--- src/rtl/posrx_pkg.sv ---
package posrx_pkg;

  localparam int DATA_W = 8;

  // One FIFO entry: payload byte plus framing and error tags.
  typedef struct packed {
    logic [DATA_W-1:0] data;
    logic              sop;
    logic              eop;
    logic              err;
  } rxWord_t;

  // Strobes from the control to the datapath.
  typedef struct packed {
    logic pop;   // take the head entry and load the output registers
  } rxStrb_t;

  // Read-side port state.
  typedef enum logic [1:0] {
    PS_DESEL  = 2'd0,
    PS_STREAM = 2'd1,
    PS_HALT   = 2'd2
  } portState_t;

endpackage

--- src/rtl/posrx_dp.sv ---
module posrx_dp
  import posrx_pkg::*;
#(
  parameter int DEPTH = 16
) (
  input  logic              clk,
  input  logic              rstN,
  input  logic              wrValid,
  input  rxWord_t           wrWord,
  input  rxStrb_t           strb,
  output logic              fifoEmpty,
  output logic              fifoFull,
  output logic              headEop,
  output logic [DATA_W-1:0] rxData,
  output logic              rxSop,
  output logic              rxEop,
  output logic              rxErr,
  output logic              rxPar,
  output logic              tsPulse
);

  localparam int AW = (DEPTH > 1) ? $clog2(DEPTH) : 1;
  localparam int CW = $clog2(DEPTH + 1);
  localparam logic [AW-1:0] LAST_IDX = AW'(DEPTH - 1);
  localparam logic [CW-1:0] FULL_LVL = CW'(DEPTH);

  rxWord_t       mem [DEPTH];
  logic [AW-1:0] wrPtr;
  logic [AW-1:0] rdPtr;
  logic [CW-1:0] level;
  rxWord_t       headWord;
  logic          doPush;
  logic          doPop;

  assign fifoFull  = (level == FULL_LVL);
  assign fifoEmpty = (level == '0);
  assign doPush    = wrValid & ~fifoFull;
  assign doPop     = strb.pop & ~fifoEmpty;
  assign headWord  = mem[rdPtr];
  assign headEop   = headWord.eop;

  // Storage: no reset needed, pointers and level qualify it.
  always_ff @(posedge clk) begin
    if (doPush) begin
      mem[wrPtr] <= wrWord;
    end
  end

  always_ff @(posedge clk or negedge rstN) begin
    if (!rstN) begin
      wrPtr <= '0;
      rdPtr <= '0;
      level <= '0;
    end else begin
      if (doPush) begin
        wrPtr <= (wrPtr == LAST_IDX) ? '0 : wrPtr + 1'b1;
      end
      if (doPop) begin
        rdPtr <= (rdPtr == LAST_IDX) ? '0 : rdPtr + 1'b1;
      end
      unique case ({doPush, doPop})
        2'b10:   level <= level + 1'b1;
        2'b01:   level <= level - 1'b1;
        default: level <= level;
      endcase
    end
  end

  // Output register stage: loads only on a pop, otherwise holds.
  always_ff @(posedge clk or negedge rstN) begin
    if (!rstN) begin
      rxData <= '0;
      rxSop  <= 1'b0;
      rxEop  <= 1'b0;
      rxErr  <= 1'b0;
      rxPar  <= 1'b1;
    end else if (doPop) begin
      rxData <= headWord.data;
      rxSop  <= headWord.sop;
      rxEop  <= headWord.eop;
      rxErr  <= headWord.err & headWord.eop;
      rxPar  <= ~^headWord.data;
    end
  end

  // Arrival marker for latency measurement.
  always_ff @(posedge clk or negedge rstN) begin
    if (!rstN) begin
      tsPulse <= 1'b0;
    end else begin
      tsPulse <= doPush & wrWord.sop;
    end
  end

endmodule

--- src/rtl/posrx_ctrl.sv ---
module posrx_ctrl
  import posrx_pkg::*;
(
  input  logic    clk,
  input  logic    rstN,
  input  logic    readEnN,
  input  logic    portSel,
  input  logic    fifoEmpty,
  input  logic    headEop,
  output rxStrb_t strb,
  output logic    rxVal
);

  portState_t state;
  portState_t stateNxt;
  logic       readReq;
  logic       canPop;

  assign readReq  = portSel & ~readEnN;
  assign canPop   = readReq & (state != PS_HALT) & ~fifoEmpty;
  assign strb.pop = canPop;

  always_comb begin
    stateNxt = state;
    if (!portSel) begin
      stateNxt = PS_DESEL;
    end else if (readReq && state != PS_HALT) begin
      if (fifoEmpty || headEop) begin
        stateNxt = PS_HALT;
      end else begin
        stateNxt = PS_STREAM;
      end
    end
  end

  always_ff @(posedge clk or negedge rstN) begin
    if (!rstN) begin
      state <= PS_DESEL;
      rxVal <= 1'b0;
    end else begin
      state <= stateNxt;
      if (!portSel) begin
        rxVal <= 1'b0;
      end else if (readReq) begin
        rxVal <= canPop;
      end
    end
  end

endmodule

--- src/rtl/posrx_port.sv ---
module posrx_port
  import posrx_pkg::*;
#(
  parameter int DEPTH = 16
) (
  input  logic       clk,
  input  logic       rstN,
  input  logic       wrValid,
  input  logic [7:0] wrData,
  input  logic       wrSop,
  input  logic       wrEop,
  input  logic       wrErr,
  input  logic       readEnN,
  input  logic       portSel,
  output logic [7:0] rxData,
  output logic       rxSop,
  output logic       rxEop,
  output logic       rxErr,
  output logic       rxPar,
  output logic       rxVal,
  output logic       tsPulse
);

  rxWord_t wrWord;
  rxStrb_t strb;
  logic    fifoEmpty;
  logic    fifoFull;
  logic    headEop;

  assign wrWord = '{data: wrData, sop: wrSop, eop: wrEop, err: wrErr};

  posrx_ctrl u_ctrl (
    .clk      (clk),
    .rstN     (rstN),
    .readEnN  (readEnN),
    .portSel  (portSel),
    .fifoEmpty(fifoEmpty),
    .headEop  (headEop),
    .strb     (strb),
    .rxVal    (rxVal)
  );

  posrx_dp #(.DEPTH(DEPTH)) u_dp (
    .clk      (clk),
    .rstN     (rstN),
    .wrValid  (wrValid),
    .wrWord   (wrWord),
    .strb     (strb),
    .fifoEmpty(fifoEmpty),
    .fifoFull (fifoFull),
    .headEop  (headEop),
    .rxData   (rxData),
    .rxSop    (rxSop),
    .rxEop    (rxEop),
    .rxErr    (rxErr),
    .rxPar    (rxPar),
    .tsPulse  (tsPulse)
  );

endmodule

--- config.mk ---
export PLATFORM = sky130hd
export DESIGN_NAME = posrx_port
export DESIGN_NICKNAME = d
export VERILOG_FILES = /design/src/rtl/posrx_pkg.sv /design/src/rtl/posrx_dp.sv /design/src/rtl/posrx_ctrl.sv /design/src/rtl/posrx_port.sv
export SDC_FILE = /design/constraint.sdc
export NUM_CORES = 1
export LEC_CHECK = 0
export ABC_AREA = 0
export BUFFER_PORTS_ARGS = -buffer_cell sky130_fd_sc_hd__buf_4
export CAP_MARGIN = 25
export CELL_PAD_IN_SITES_DETAIL_PLACEMENT = 1
export CELL_PAD_IN_SITES_GLOBAL_PLACEMENT = 1
export CORE_MARGIN = 3
export CORE_UTILIZATION = 45
export DETAILED_ROUTE_END_ITERATION = 8
export GPL_TIMING_DRIVEN = 0
export MAX_ROUTING_LAYER = met4
export PLACE_DENSITY = 0.75
export SETUP_SLACK_MARGIN = 0.2
export SYNTH_ARGS = -nofsm -noshare
export SYNTH_HDL_FRONTEND = slang
export SYNTH_SLANG_ARGS = --single-unit
--- constraint.sdc ---
create_clock -name clk -period 3.15 [get_ports clk]
set_input_delay 0.63 -clock clk [delete_from_list [all_inputs] [get_ports clk]]
set_output_delay 0.63 -clock clk [all_outputs]
set_load 0.05 [all_outputs]
==> results.json <==
{
  "numCtsBuffers": 22,
  "htreeDepth": 1,
  "drc_errors": 0,
  "synth_edf_count": 176,
  "seq_area_mm2": 0.00601,
  "grt_overflow_total": 0,
  "post-route-util": 0.548,
  "grt_pass1_vias": 4511,
  "synthDistinctLibCells": 35,
  "rrSetupSlack_ns": 0.32,
  "cts_tree": "built",
  "wl_per_cell_um": 25.3,
  "critPathKind": "reg2reg",
  "cp_max_fo": 10,
  "cp_slowest_stage_delay_ns": 0.50,
  "cellPowerDensity_mw_per_mm2": 957,
  "via_count": 4254,
  "portBuffers": 29,
  "die_h_um": 140,
  "synth.net_count": 440,
  "final_layout_size_suffix_gt1_frac": 0.325,
  "power_leakage_nw": 3.29,
  "grt_max_degree": 30,
  "yosysSeqAreaShare": 0.742,
  "grt_setup_unrepaired": "true",
  "initial_core_util": 0.464,
  "antenna_found_initial": 0,
  "vias_per_cell": 5.83,
  "dp_hpwl_um": 12500,
  "firstDrtPassIters": 4,
  "wl_um": 18500,
  "dpl-instance-area_mm2": 0.00880,
  "fill_cells": 1572,
  "row_count": 48,
  "path_buf_inv": 3,
  "ios": 30,
  "ant_nets": 0,
  "clockBufferDepth": 3,
  "critPathCapture": "u_dp.rxSop$_DFFE_PN0P_",
  "drtIter0Drc": 433,
  "r2r_cells": 6,
  "tightest_slew_ns": 0.974,
  "crit_family": "multiplexers",
  "crit_cells": 6,
  "dp.cells": 686,
  "clk_latency_ns": 0.51,
  "r2r_start": "u_dp.rdPtr[1]$_DFFE_PN0P_",
  "synth_area_mm2": 0.00811,
  "min_period_ns": 2.83,
  "status": "finished clean",
  "maxCapViolCount": 0,
  "required_ns": 3.53,
  "cts.sinks": 205,
  "drv_slew": 0,
  "ys.flop_type": "edfxtp_1",
  "hold_viol": 0,
  "grt_pass1_wl_um": 28700,
  "fin_crit_sh": 0.899,
  "slew_headroom": 0.349,
  "vdd_drop_max_mv": 0.718,
  "arrival_ns": 3.21,
  "nNetsFinal": 513,
  "ys_ff_latch": 205,
  "yosysWarningCount": 0,
  "clkSlewWorstSetupHoldPaths_ns": 0.06,
  "worstHoldPathType": "in2async",
  "worstPathCellList": "buf_2 > buf_2 > buf_1 > mux4_2 > mux4_2 > mux2_2",
  "cp-end-kind": "flip-flop",
  "design_area_mm2": 0.00958,
  "fin_total_pwr_w": 0.00916,
  "hold_ws_ns": 0.0531,
  "cpMaxStageDelayCell": "buf_1",
  "die-area_mm2": 0.0197,
  "r2r-end": "u_dp.rxSop$_DFFE_PN0P_",
  "syn_inst": 416,
  "fmaxAchievable_mhz": 353,
  "track_usage": 0.200,
  "gp_congestion": 0.815,
  "diodes": 0,
  "area_growth_pct": 18.1,
  "die_width_um": 140,
  "final_cells": 730,
  "startpoint": "u_dp.rdPtr[1]$_DFFE_PN0P_",
  "clock_skew_ns": 0.0197,
  "hold_buffers": 0,
  "setup_violations": 0,
  "cts_root_buf": "clkbuf_16",
  "multiInputGateArea_mm2": 0.00200,
  "cp-start-kind": "flip-flop",
  "async_flop_share": 0.141,
  "synth.avg_cell_area_um2": 19.5,
  "fp.coreArea_mm2": 0.0175
}
[cell usage after synthesis, drive strengths merged, types with 5 or more instances]
cell / n / area (um^2)
a22oi: 16 / 120
buf: 11 / 71.3
clkbuf: 11 / 42.5
dfrtp: 28 / 701
edfxtp: 176 / 5290
ha: 8 / 100
inv: 7 / 26.3
mux2: 11 / 124
mux4: 47 / 1060
nand2: 24 / 90.1
nand3: 6 / 30.0
nor2: 19 / 71.3
nor3: 5 / 25.0
o21ai: 9 / 45.0
xnor2: 10 / 87.6
xor2: 6 / 52.6
[cell usage in the layout (no fill, tap or decap), types with 2 or more instances in the layout]
| master | netlist | layout |
|---|---|---|
| and2_1 | 2 | 2 |
| clkbuf_16 | 0 | 22 |
| o21ai_1 | 2 | 2 |
| dfrtp_1 | 28 | 28 |
| inv_1 | 7 | 6 |
| nor2b_1 | 2 | 2 |
| clkinv_2 | 0 | 5 |
| clkbuf_2 | 1 | 2 |
| buf_1 | 2 | 2 |
| xnor2_1 | 10 | 10 |
| buf_6 | 3 | 18 |
| nor2_2 | 0 | 4 |
| nor3_2 | 0 | 4 |
| nor2_1 | 19 | 15 |
| buf_2 | 6 | 7 |
| bufinv_16 | 0 | 2 |
| nand2_1 | 24 | 24 |
| xor2_1 | 6 | 6 |
| a22oi_1 | 16 | 16 |
| nand3_1 | 6 | 6 |
| nand2b_1 | 3 | 3 |
| mux2_2 | 11 | 11 |
| edfxtp_1 | 176 | 176 |
| clkinvlp_4 | 0 | 2 |
| clkbuf_1 | 10 | 15 |
| a21o_1 | 2 | 2 |
| a222oi_1 | 2 | 2 |
| o21ai_0 | 7 | 7 |
| ha_1 | 8 | 7 |
| mux4_2 | 47 | 47 |
| a21oi_1 | 2 | 2 |
| buf_4 | 0 | 34 |
[per-stage QoR]
stage               setup WS [ns]  setup TNS, ns
floorplan                   0.324              0
CTS                         0.218              0
finish                      0.320              0
global placement           -0.629         -26.12
detailed placement         -0.372         -0.766
global route                0.192              0
[cells by family (layout without fill, tap and decap cells)]
| family | count (synthesis) | in the layout | share of synthesized area |
|---|---|---|---|
| flip-flops | 205 | 205 | 0.742 |
| AND/OR/NAND/NOR | 63 | 63 | 0.0336 |
| multiplexers | 58 | 58 | 0.146 |
| AO/OA/AOI/OAI | 37 | 37 | 0.0320 |
| buffers and inverters | 29 | 118 | 0.0173 |
| XOR/XNOR | 16 | 16 | 0.0173 |
| adder cells (fa/ha/maj) | 8 | 8 | 0.0123 |
[report_power, final]
group / internal, W / switching, W / leakage, nW
clock: 0.00147 / 0.00104 / 0.340
sequential: 0.00334 / 0.000164 / 1.94
combinational: 0.00132 / 0.00183 / 1.01
total: 0.00613 / 0.00304 / 3.29
[routing by layer]
layer | wire length, um | up-vias | global-route usage
li1 | - | 1813 | -
met1 | 7770 | 2249 | 0.265
met2 | 9260 | 151 | 0.325
met3 | 980 | 41 | 0.0345
met4 | 478 | 0 | 0.0566
met5 | 0 | - | -
[layout make-up]
class,count,area share
clock inverter,10,0.0123
inverter,7,0.00314
clock buffer,30,0.0606
buffer,22,0.0132
tap,225,0.0294
multi-input combinational,182,0.209
sequential,205,0.628
timing repair buffer,49,0.0443
[flip-flops by register name, summed over array words and instances, names as in the netlist]
signal        cells
u_dp.rxPar        1
u_dp.level        5
u_dp.rxErr        1
u_dp.rxData       8
u_dp.rxEop        1
u_dp.wrPtr        4
u_dp.tsPulse      1
u_ctrl.state      2
u_dp.mem        176
u_dp.rxSop        1
u_ctrl.rxVal      1
u_dp.rdPtr        4
[worst min path at each step]
stage / slack [ns] / to / start
floorplan: 0.33 / u_ctrl.rxVal$_DFFE_PN0P_ / rstN
global placement: 0.45 / u_dp.rxPar$_DFFE_PN1P_ / u_dp.rxPar$_DFFE_PN1P_
detailed placement: 0.46 / u_dp.rxPar$_DFFE_PN1P_ / u_dp.rxPar$_DFFE_PN1P_
CTS: 0.06 / u_dp.rxData[1]$_DFFE_PN0P_ / rstN
global route: 0.06 / u_dp.wrPtr[3]$_DFFE_PN0P_ / rstN
finish: 0.05 / u_dp.wrPtr[2]$_DFFE_PN0P_ / rstN
[what timing repair did]
item | in CTS | in global routing
setup buffers | 1 | 3
setup endpoints to repair | 4 | 112
pin swaps | 0 | 2
resized for setup | 4 | 12
(Power assumes the default switching activity.)
